**src/rtl/spi_mfe_pkg.sv**
```systemverilog
// Package: shared types for the SPI mode-detecting front end.
// Assumes: one system clock domain; serial pins are oversampled.
package spi_mfe_pkg;

    // Bus mode encoding: the value equals the idle serial clock level.
    typedef enum logic {
        MODE_0 = 1'b0,
        MODE_3 = 1'b1
    } spi_mode_e;

    // Edge events decoded from the synchronized pins, one cycle each.
    typedef struct packed {
        logic cs_fall;
        logic cs_rise;
        logic sck_rise;
        logic sck_fall;
    } spi_evt_t;

    // Reset value for the synchronizer vector {cs_n, sck, si}:
    // chip select treated as asserted so a held-low select never looks like a fall.
    localparam logic [2:0] PIN_RST_VAL = 3'b010;

endpackage

```
**src/rtl/spi_mfe_sync.sv**
```systemverilog
// Module: spi_mfe_sync
// Multi-stage synchronizer for a vector of asynchronous pins.
// Assumes: each bit may be sampled independently; the reset value is
// chosen per bit by the parent so that reset never fabricates an edge.
module spi_mfe_sync #(
    parameter int              W       = 3,
    parameter int              STAGES  = 2,
    parameter logic [W-1:0]    RST_VAL = '0
) (
    input  logic         clk,
    input  logic         rst_n,
    input  logic [W-1:0] d_in,
    output logic [W-1:0] q_out
);

    logic [W-1:0] pipe [STAGES];

    for (genvar i = 0; i < STAGES; i++) begin : g_stage
        if (i == 0) begin : g_first
            // First stage: capture the raw pins.
            always_ff @(posedge clk) begin
                if (!rst_n) pipe[i] <= RST_VAL;
                else        pipe[i] <= d_in;
            end
        end else begin : g_next
            // Later stages: pass the value one flop further.
            always_ff @(posedge clk) begin
                if (!rst_n) pipe[i] <= RST_VAL;
                else        pipe[i] <= pipe[i-1];
            end
        end
    end

    assign q_out = pipe[STAGES-1];

endmodule

```
**src/rtl/spi_mfe_ctrl.sv**
```systemverilog
// Module: spi_mfe_ctrl
// Decodes pin edges, tracks whether a transaction is active and latches
// the bus mode from the idle clock level at each chip select fall.
// Assumes: inputs are already synchronized; serial clock edges count only
// while active and while chip select is low in the same cycle.
module spi_mfe_ctrl
    import spi_mfe_pkg::*;
(
    input  logic      clk,
    input  logic      rst_n,
    input  logic      s_cs,
    input  logic      s_sck,
    output spi_evt_t  evt,
    output logic      active,
    output spi_mode_e mode
);

    logic p_cs;
    logic p_sck;

    // Hold previous synchronized levels for edge detection.
    always_ff @(posedge clk) begin
        if (!rst_n) begin
            p_cs  <= PIN_RST_VAL[2];
            p_sck <= PIN_RST_VAL[1];
        end else begin
            p_cs  <= s_cs;
            p_sck <= s_sck;
        end
    end

    // Edge decode; clock edges qualified by an open transaction.
    always_comb begin
        evt.cs_fall  = p_cs & ~s_cs;
        evt.cs_rise  = s_cs & ~p_cs;
        evt.sck_rise = s_sck & ~p_sck & ~s_cs & active;
        evt.sck_fall = ~s_sck & p_sck & ~s_cs & active;
    end

    // Transaction state: opened by a select fall, closed by select high.
    always_ff @(posedge clk) begin
        if (!rst_n)            active <= 1'b0;
        else if (s_cs)         active <= 1'b0;
        else if (evt.cs_fall)  active <= 1'b1;
    end

    // Mode latch: idle clock level at the select fall picks the mode.
    always_ff @(posedge clk) begin
        if (!rst_n)            mode <= MODE_3;
        else if (evt.cs_fall)  mode <= spi_mode_e'(s_sck);
    end

    p_reset_state_r1: assert property (@(posedge clk)
        !rst_n |=> (mode == MODE_3 && !active));

    p_mode_hold_r2: assert property (@(posedge clk) disable iff (!rst_n)
        !evt.cs_fall |=> $stable(mode));

    p_idle_closed_r3: assert property (@(posedge clk) disable iff (!rst_n)
        s_cs |=> !active);

    p_edge_exclusive_r6: assert property (@(posedge clk) disable iff (!rst_n)
        !(evt.sck_rise && evt.sck_fall));

endmodule

```
**src/rtl/spi_mfe_rx.sv**
```systemverilog
// Module: spi_mfe_rx
// Receive shifter: samples serial input on qualified rising edges, MSB
// first, and strobes each completed byte for one cycle.
// Assumes: clr is high whenever chip select is high; rising edges are
// already qualified by the controller.
module spi_mfe_rx #(
    parameter int DATA_W = 8
) (
    input  logic              clk,
    input  logic              rst_n,
    input  logic              clr,
    input  logic              sck_rise,
    input  logic              si,
    output logic [DATA_W-1:0] rx_data,
    output logic              rx_valid
);

    localparam int              CNT_W = $clog2(DATA_W);
    localparam logic [CNT_W-1:0] LAST = CNT_W'(DATA_W - 1);

    logic [CNT_W-1:0]  bit_cnt;
    logic [DATA_W-1:0] shreg;

    // Shift, count and strobe; a select-high clear drops any partial byte.
    always_ff @(posedge clk) begin
        if (!rst_n) begin
            bit_cnt  <= '0;
            shreg    <= '0;
            rx_data  <= '0;
            rx_valid <= 1'b0;
        end else begin
            rx_valid <= 1'b0;
            if (clr) begin
                bit_cnt <= '0;
            end else if (sck_rise) begin
                shreg <= {shreg[DATA_W-2:0], si};
                if (bit_cnt == LAST) begin
                    bit_cnt  <= '0;
                    rx_data  <= {shreg[DATA_W-2:0], si};
                    rx_valid <= 1'b1;
                end else begin
                    bit_cnt <= bit_cnt + 1'b1;
                end
            end
        end
    end

    p_reset_no_strobe_r5: assert property (@(posedge clk)
        !rst_n |=> !rx_valid);

    p_strobe_single_r6: assert property (@(posedge clk) disable iff (!rst_n)
        rx_valid |=> !rx_valid);

    p_no_strobe_deselected_r10: assert property (@(posedge clk) disable iff (!rst_n)
        clr |=> !rx_valid);

endmodule

```
**src/rtl/spi_mfe_tx.sv**
```systemverilog
// Module: spi_mfe_tx
// Transmit shifter: loads a byte at select fall and after each completed
// byte, and advances the output bit on falling edges that follow a sample.
// Assumes: byte_done arrives before the next falling edge (clock phase of
// at least three system cycles).
module spi_mfe_tx #(
    parameter int DATA_W = 8
) (
    input  logic              clk,
    input  logic              rst_n,
    input  logic              clr,
    input  logic              cs_fall,
    input  logic              sck_rise,
    input  logic              sck_fall,
    input  logic              byte_done,
    input  logic [DATA_W-1:0] tx_data,
    output logic              so,
    output logic              tx_take
);

    logic [DATA_W-1:0] shreg;
    logic              armed;
    logic              pending;

    // Load, reload and shift control for the output byte.
    always_ff @(posedge clk) begin
        if (!rst_n) begin
            shreg   <= '0;
            armed   <= 1'b0;
            pending <= 1'b0;
            tx_take <= 1'b0;
        end else begin
            tx_take <= 1'b0;
            if (clr) begin
                armed   <= 1'b0;
                pending <= 1'b0;
            end else if (cs_fall) begin
                shreg   <= tx_data;
                tx_take <= 1'b1;
                armed   <= 1'b0;
                pending <= 1'b0;
            end else begin
                if (byte_done) pending <= 1'b1;
                if (sck_rise)  armed   <= 1'b1;
                if (sck_fall) begin
                    if (pending) begin
                        shreg   <= tx_data;
                        tx_take <= 1'b1;
                        pending <= 1'b0;
                        armed   <= 1'b0;
                    end else if (armed) begin
                        shreg <= {shreg[DATA_W-2:0], 1'b0};
                        armed <= 1'b0;
                    end
                end
            end
        end
    end

    assign so = shreg[DATA_W-1];

    p_so_still_r8: assert property (@(posedge clk) disable iff (!rst_n)
        (!cs_fall && !sck_fall) |=> $stable(so));

    p_take_single_r9: assert property (@(posedge clk) disable iff (!rst_n)
        tx_take |=> !tx_take);

endmodule

```
**src/rtl/spi_mode_frontend.sv**
```systemverilog
// Module: spi_mode_frontend (top)
// SPI slave serial front end with automatic mode 0 / mode 3 detection.
// Assumes: pins are asynchronous to clk; each serial clock level lasts at
// least three clk cycles; the decoder accepts strobes without backpressure.
module spi_mode_frontend #(
    parameter int DATA_W      = 8,
    parameter int SYNC_STAGES = 2
) (
    input  logic              clk,
    input  logic              rst_n,
    input  logic              sck,
    input  logic              cs_n,
    input  logic              si,
    output logic              so,
    output logic              so_oe,
    output logic              mode3,
    output logic [DATA_W-1:0] rx_data,
    output logic              rx_valid,
    input  logic [DATA_W-1:0] tx_data,
    output logic              tx_take
);
    import spi_mfe_pkg::*;

    logic [2:0] s_pins;
    spi_evt_t   evt;
    logic       active;
    spi_mode_e  mode;

    spi_mfe_sync #(
        .W       (3),
        .STAGES  (SYNC_STAGES),
        .RST_VAL (PIN_RST_VAL)
    ) u_sync (
        .clk   (clk),
        .rst_n (rst_n),
        .d_in  ({cs_n, sck, si}),
        .q_out (s_pins)
    );

    spi_mfe_ctrl u_ctrl (
        .clk    (clk),
        .rst_n  (rst_n),
        .s_cs   (s_pins[2]),
        .s_sck  (s_pins[1]),
        .evt    (evt),
        .active (active),
        .mode   (mode)
    );

    spi_mfe_rx #(.DATA_W(DATA_W)) u_rx (
        .clk      (clk),
        .rst_n    (rst_n),
        .clr      (s_pins[2]),
        .sck_rise (evt.sck_rise),
        .si       (s_pins[0]),
        .rx_data  (rx_data),
        .rx_valid (rx_valid)
    );

    spi_mfe_tx #(.DATA_W(DATA_W)) u_tx (
        .clk       (clk),
        .rst_n     (rst_n),
        .clr       (s_pins[2]),
        .cs_fall   (evt.cs_fall),
        .sck_rise  (evt.sck_rise),
        .sck_fall  (evt.sck_fall),
        .byte_done (rx_valid),
        .tx_data   (tx_data),
        .so        (so),
        .tx_take   (tx_take)
    );

    // Output enable follows the open transaction; mode exported as a bit.
    assign so_oe = active;
    assign mode3 = (mode == MODE_3);

    p_oe_release_r3: assert property (@(posedge clk) disable iff (!rst_n)
        s_pins[2] |=> !so_oe);

    p_take_on_fall_r9: assert property (@(posedge clk) disable iff (!rst_n)
        evt.cs_fall |=> tx_take);

endmodule

```
**config.mk**
```make
export PLATFORM = sky130hd
export DESIGN_NAME = spi_mode_frontend
export DESIGN_NICKNAME = d
export VERILOG_FILES = /design/src/rtl/spi_mfe_pkg.sv /design/src/rtl/spi_mfe_sync.sv /design/src/rtl/spi_mfe_ctrl.sv /design/src/rtl/spi_mfe_rx.sv /design/src/rtl/spi_mfe_tx.sv /design/src/rtl/spi_mode_frontend.sv
export SDC_FILE = /design/constraint.sdc
export NUM_CORES = 1
export LEC_CHECK = 0
export BUFFER_PORTS_ARGS = -buffer_cell sky130_fd_sc_hd__buf_4
export CELL_PAD_IN_SITES_DETAIL_PLACEMENT = 1
export CELL_PAD_IN_SITES_GLOBAL_PLACEMENT = 1
export CORE_ASPECT_RATIO = 0.5
export CORE_MARGIN = 1.5
export CORE_UTILIZATION = 40
export CTS_BUF_LIST = sky130_fd_sc_hd__clkbuf_8
export CTS_CLUSTER_DIAMETER = 50
export DETAILED_ROUTE_END_ITERATION = 7
export PLACE_DENSITY_LB_ADDON = 0.1
export SETUP_SLACK_MARGIN = 0.2
export SLEW_MARGIN = 15
export SYNTH_ARGS = -nofsm -noshare
export SYNTH_HDL_FRONTEND = slang
export SYNTH_HIERARCHICAL = 1
export SYNTH_SLANG_ARGS = --single-unit
export TNS_END_PERCENT = 30
```
**constraint.sdc**
```tcl
create_clock -name clk -period 3.9 [get_ports clk]
set_input_delay 0.195 -clock clk [delete_from_list [all_inputs] [get_ports clk]]
set_output_delay 0.195 -clock clk [all_outputs]
set_load 0.1 [all_outputs]
```
Word level (Yosys, flattened, before mapping):

Memory sizes are Yosys's and may differ from the RTL's.
Cells that the tools add are included.

* register bits: 34
* memory bits (writable): 6
* input port bits: 13
* output and inout bits: 13
* word-level logic and storage cells: 57
* memories kept: 1

Memory list
* u_sync.pipe: words 2, width 3, read ports 2, clocked after Yosys merged registers in 0, wr ports 2, line spi_mfe_sync.sv:16 `logic [W-1:0] pipe [STAGES];`

* add/sub/neg operators: 1
* eq/ne operators: 1
* multiplexer cells: 20
* bitwise operators: 14
* reduce and logical (&&, ||, !) cells: 8

Operator list (number)
* $mux W8: 4
* $mux W1: 13
* $mux W3: 3
* $and A1 B1 Y1: 7
* $reduce_and A3 Y1: 2
* $reduce_or A3 Y1: 2
* $not A1 Y1: 5
* $add A3 B1 Y3 const B: 1
* $eq A3 B3 Y1 const B: 1
* $reduce_bool A3 Y1: 1
* $or A1 B1 Y1: 2
* $reduce_and A2 Y1: 1
* $reduce_bool A2 Y1: 1
* $reduce_or A2 Y1: 1

Logic depth before layout (Yosys ltp):

* word-level depth: 8
* mapped depth: 6
* gate-level depth less buffers: 5

Modules after synthesis:

The synthesis kept the hierarchy.

By module, submodules not included
* spi_mfe_rx: instances 1, cells each 85, area each 749.5 µm², seq. area each 380.4 µm²
* spi_mfe_tx: instances 1, cells each 53, area each 511.7 µm², seq. area each 220.2 µm²
* spi_mfe_ctrl: instances 1, cells each 14, area each 160.2 µm², seq. area each 80.1 µm²
* spi_mfe_sync: instances 1, cells each 12, area each 157.7 µm², seq. area each 120.1 µm²

Least setup slack after synthesis:

No wires, ideal clock.

* kind: register to register
* start point: reg u_ctrl.active
* end point: reg u_tx.shreg[1]
* data arrival time: 2007 ps
* slack: 1749 ps
* cell stages (with the launch flop): 5
* path buffers: 0
* clock period less this slack: 2151 ps
* path through: dfxtp_1 > nor4bb_1 > o21ai_1 > a21oi_2 > a221oi_1

RTL lines
* from (decl): line spi_mfe_ctrl.sv:14 `output logic active,`
* from (signal assigned): line spi_mfe_ctrl.sv:42 `if (!rst_n) active <= 1'b0;`
* from (signal assigned): line spi_mfe_ctrl.sv:43 `else if (s_cs) active <= 1'b0;`
* from (signal assigned): line spi_mfe_ctrl.sv:44 `else if (evt.cs_fall) active <= 1'b1;`
* to (signal assigned): line spi_mfe_tx.sv:38 `shreg <= tx_data;`
* to (signal assigned): line spi_mfe_tx.sv:47 `shreg <= tx_data;`
* to (signal assigned): line spi_mfe_tx.sv:52 `shreg <= {shreg[DATA_W-2:0], 1'b0};`
* to (decl): line spi_mfe_tx.sv:21 `logic [DATA_W-1:0] shreg;`

==> results.md <==
* CORE AREA at 3600 um^2
* Pre-antenna DRT Iters at 4
* 1st-iter DRT viols at 19
* Post-route ant nets at 0
* Hold_buf cts at 0
* Worst hold path type: in -> reg
* CP peak stage delay at 0.63 ns
* F_max at 502 MHz
* # nets final at 204
* Crit-path leading delay family: compound AO/OA/AOI/OAI gates
* Mapped Area at 1570 um^2
* Fin cells at 241
* Max-slew headroom at 47.1%
* Die Ht at 47.3 um
* Vias in the first global route at 1185
* Slew @ Worst Pin at 0.783 ns
* Levels on crit path at 4
* Clock share of power at 37.2%
* Clk_skew at 0.00388 ns
* DR vias/cell at 5.02
* Worst-path clk slew at 0.07 ns
* Share of layout cells above drive strength 1 at 20.0%
* Crit path max fanout at 14
* Sw power at 159 uW
* Final wirelength at 3120 um
* CP startpoint kind: flip-flop
* Comb power frac at 5.5%
* CP Class: reg -> reg
* Sw Share at 21.8%
* Total GRT Usage at 15.9%
* WP data arrival at 2.13 ns
* CTS tree: yes
* Static Leak at 0.000800 uW
* Int Power at 572 uW
* Setup TNS at 0 ns
* Max-slew violations at 0
* Final core utilization at 52.1%
* IO Count at 26
* Filler cell count at 439
* Flop pwr share at 57.3%
* First-pass GRT wire length at 5090 um
* R2R depth at 4
* Ant. Diodes at 0
* Port Buffer Count at 25
* Clock Sinks at 40
* # placed instances at 233
* DIE WIDTH at 91.7 um
* Post-Syn Instances at 163
* Initial antenna violation count at 0
* PwrDens at 389 nW/um^2
* Status: complete, no violations
* WP buf/inv at 0
* Cell chain of the critical path: nor4bb_1 -> o21ai_1 -> a21oi_2 -> a221oi_1
* Critical path data required time at 4.04 ns
* Cts bufs inserted at 5
* Peak VDD IR at 0.000146 V
* Initial Util at 43.6%
* Hold depth at 2
* # setup viols final at 0
* Setup WS pre-CTS at 1.57 ns
* GR Overflow Total at 0
* Critical-path top delay cell: nor4bb_1
* Routed len/inst at 13.0 um
* RSZ-0062 raised after global routing: no
* Worst setup EP type: flip-flop
* Post-CTS Setup Bufs at 0
* Final hold violation count at 0
* Post-Syn Nets at 178
* CTS HTree Levels at 2
* Clock period minus worst slack at 1.99 ns
* Yosys warning count at 6
* Die ar. at 4340 um^2
* DR DRC count at 0
* Maxcap violations at 0
* DP HPWL at 2190 um
* Post-CTS resize count at 0
* Mean Syn Cell Area at 9.65 um^2
* Setup WS post-layout at 1.91 ns
* Via count of the routed design at 1211
* Clock Path Buffers at 2
* Pin count of the biggest net entering global routing at 40
* Skew-Pair Late Insertion Delay at 0.28 ns
* Number of core rows at 15
* Root buffer cell: clkbuf_8
* Placer Congestion at 0.719
* Post-route clock period utilization at 51.1%
* Area grow syn2layout at 19.4%
[area by class of cell]
class                           count  area [um^2]  area share [%]
Multi-Input combinational cell    112          717            38.2
Clock inverter                      2         7.51           0.400
Sequential cell                    40          801            42.6
Clock buffer                        6         82.6            4.40
Inverter                            5         18.8           0.999
Tap cell                           51         63.8            3.40
Timing Repair Buffer               25          188            9.99
[state kept, by name, indices dropped and copies added, names as in the netlist]
| signal | count |
|---|---|
| u_tx/pending | 1 |
| u_tx/armed | 1 |
| u_ctrl/mode | 1 |
| u_rx/shreg | 7 |
| u_sync/pipe | 6 |
| u_ctrl/p_cs | 1 |
| u_tx/shreg | 8 |
| u_tx/tx_take | 1 |
| u_ctrl/p_sck | 1 |
| u_ctrl/active | 1 |
| u_rx/bit_cnt | 3 |
| u_rx/rx_valid | 1 |
| u_rx/rx_data | 8 |
[worst paths after layout]
kind | startpoint | endpoint | slack [ns]
max | u_sync/pipe[1][2] | u_tx/shreg[7] | 1.91
max reg2reg | u_sync/pipe[1][2] | u_tx/shreg[7] | 1.91
min | sck | u_sync/pipe[0][1] | 0.09
min reg2reg | u_sync/pipe[0][1] | u_sync/pipe[1][1] | 0.41
[power by group through the flow]
stage / combinational, uW / clock [uW] / sequential, uW
after CTS: 41.0 / 283 / 419
final: 40.4 / 272 / 419
after global placement: 40.6 / 0 / 428
after global routing: 44.1 / 302 / 419
after detailed placement: 41.0 / 0 / 428
after floorplan: 19.0 / 0 / 433
[cell usage in the layout (no fill, tap or decap), drive strengths merged]
master and count:
mux2i 10, a21boi 7, and2b 1, a221oi 7, and2 6, nor4bb 2
nor2 13, inv 7, buf 25, nor2b 2, nand2b 6, a21oi 4
and3b 1, mux2 1, nor3b 3, nand3 17, nand2 24, ha 2
clkbuf 6, o21ai 1, nor3 1, o211ai 2, nand3b 2, dfxtp 40
[per-layer routing]
layer  track usage, %  part of all wire [%]
met5                0                     0
met4             7.50                   1.0
met3             5.34                   4.3
met2             29.4                    47
met1             17.5                    47
[per-stage QoR]
step	hold slack [ns]	area [um^2]	total power [uW]
final	0.0921	1880	731
after global routing	0.0818	1880	765
after CTS	0.0844	1870	743
after detailed placement	0.386	1780	469
after global placement	0.378	1780	468
after floorplan	0.268	1570	452
Note: power is estimated with default switching activity, not from simulation.
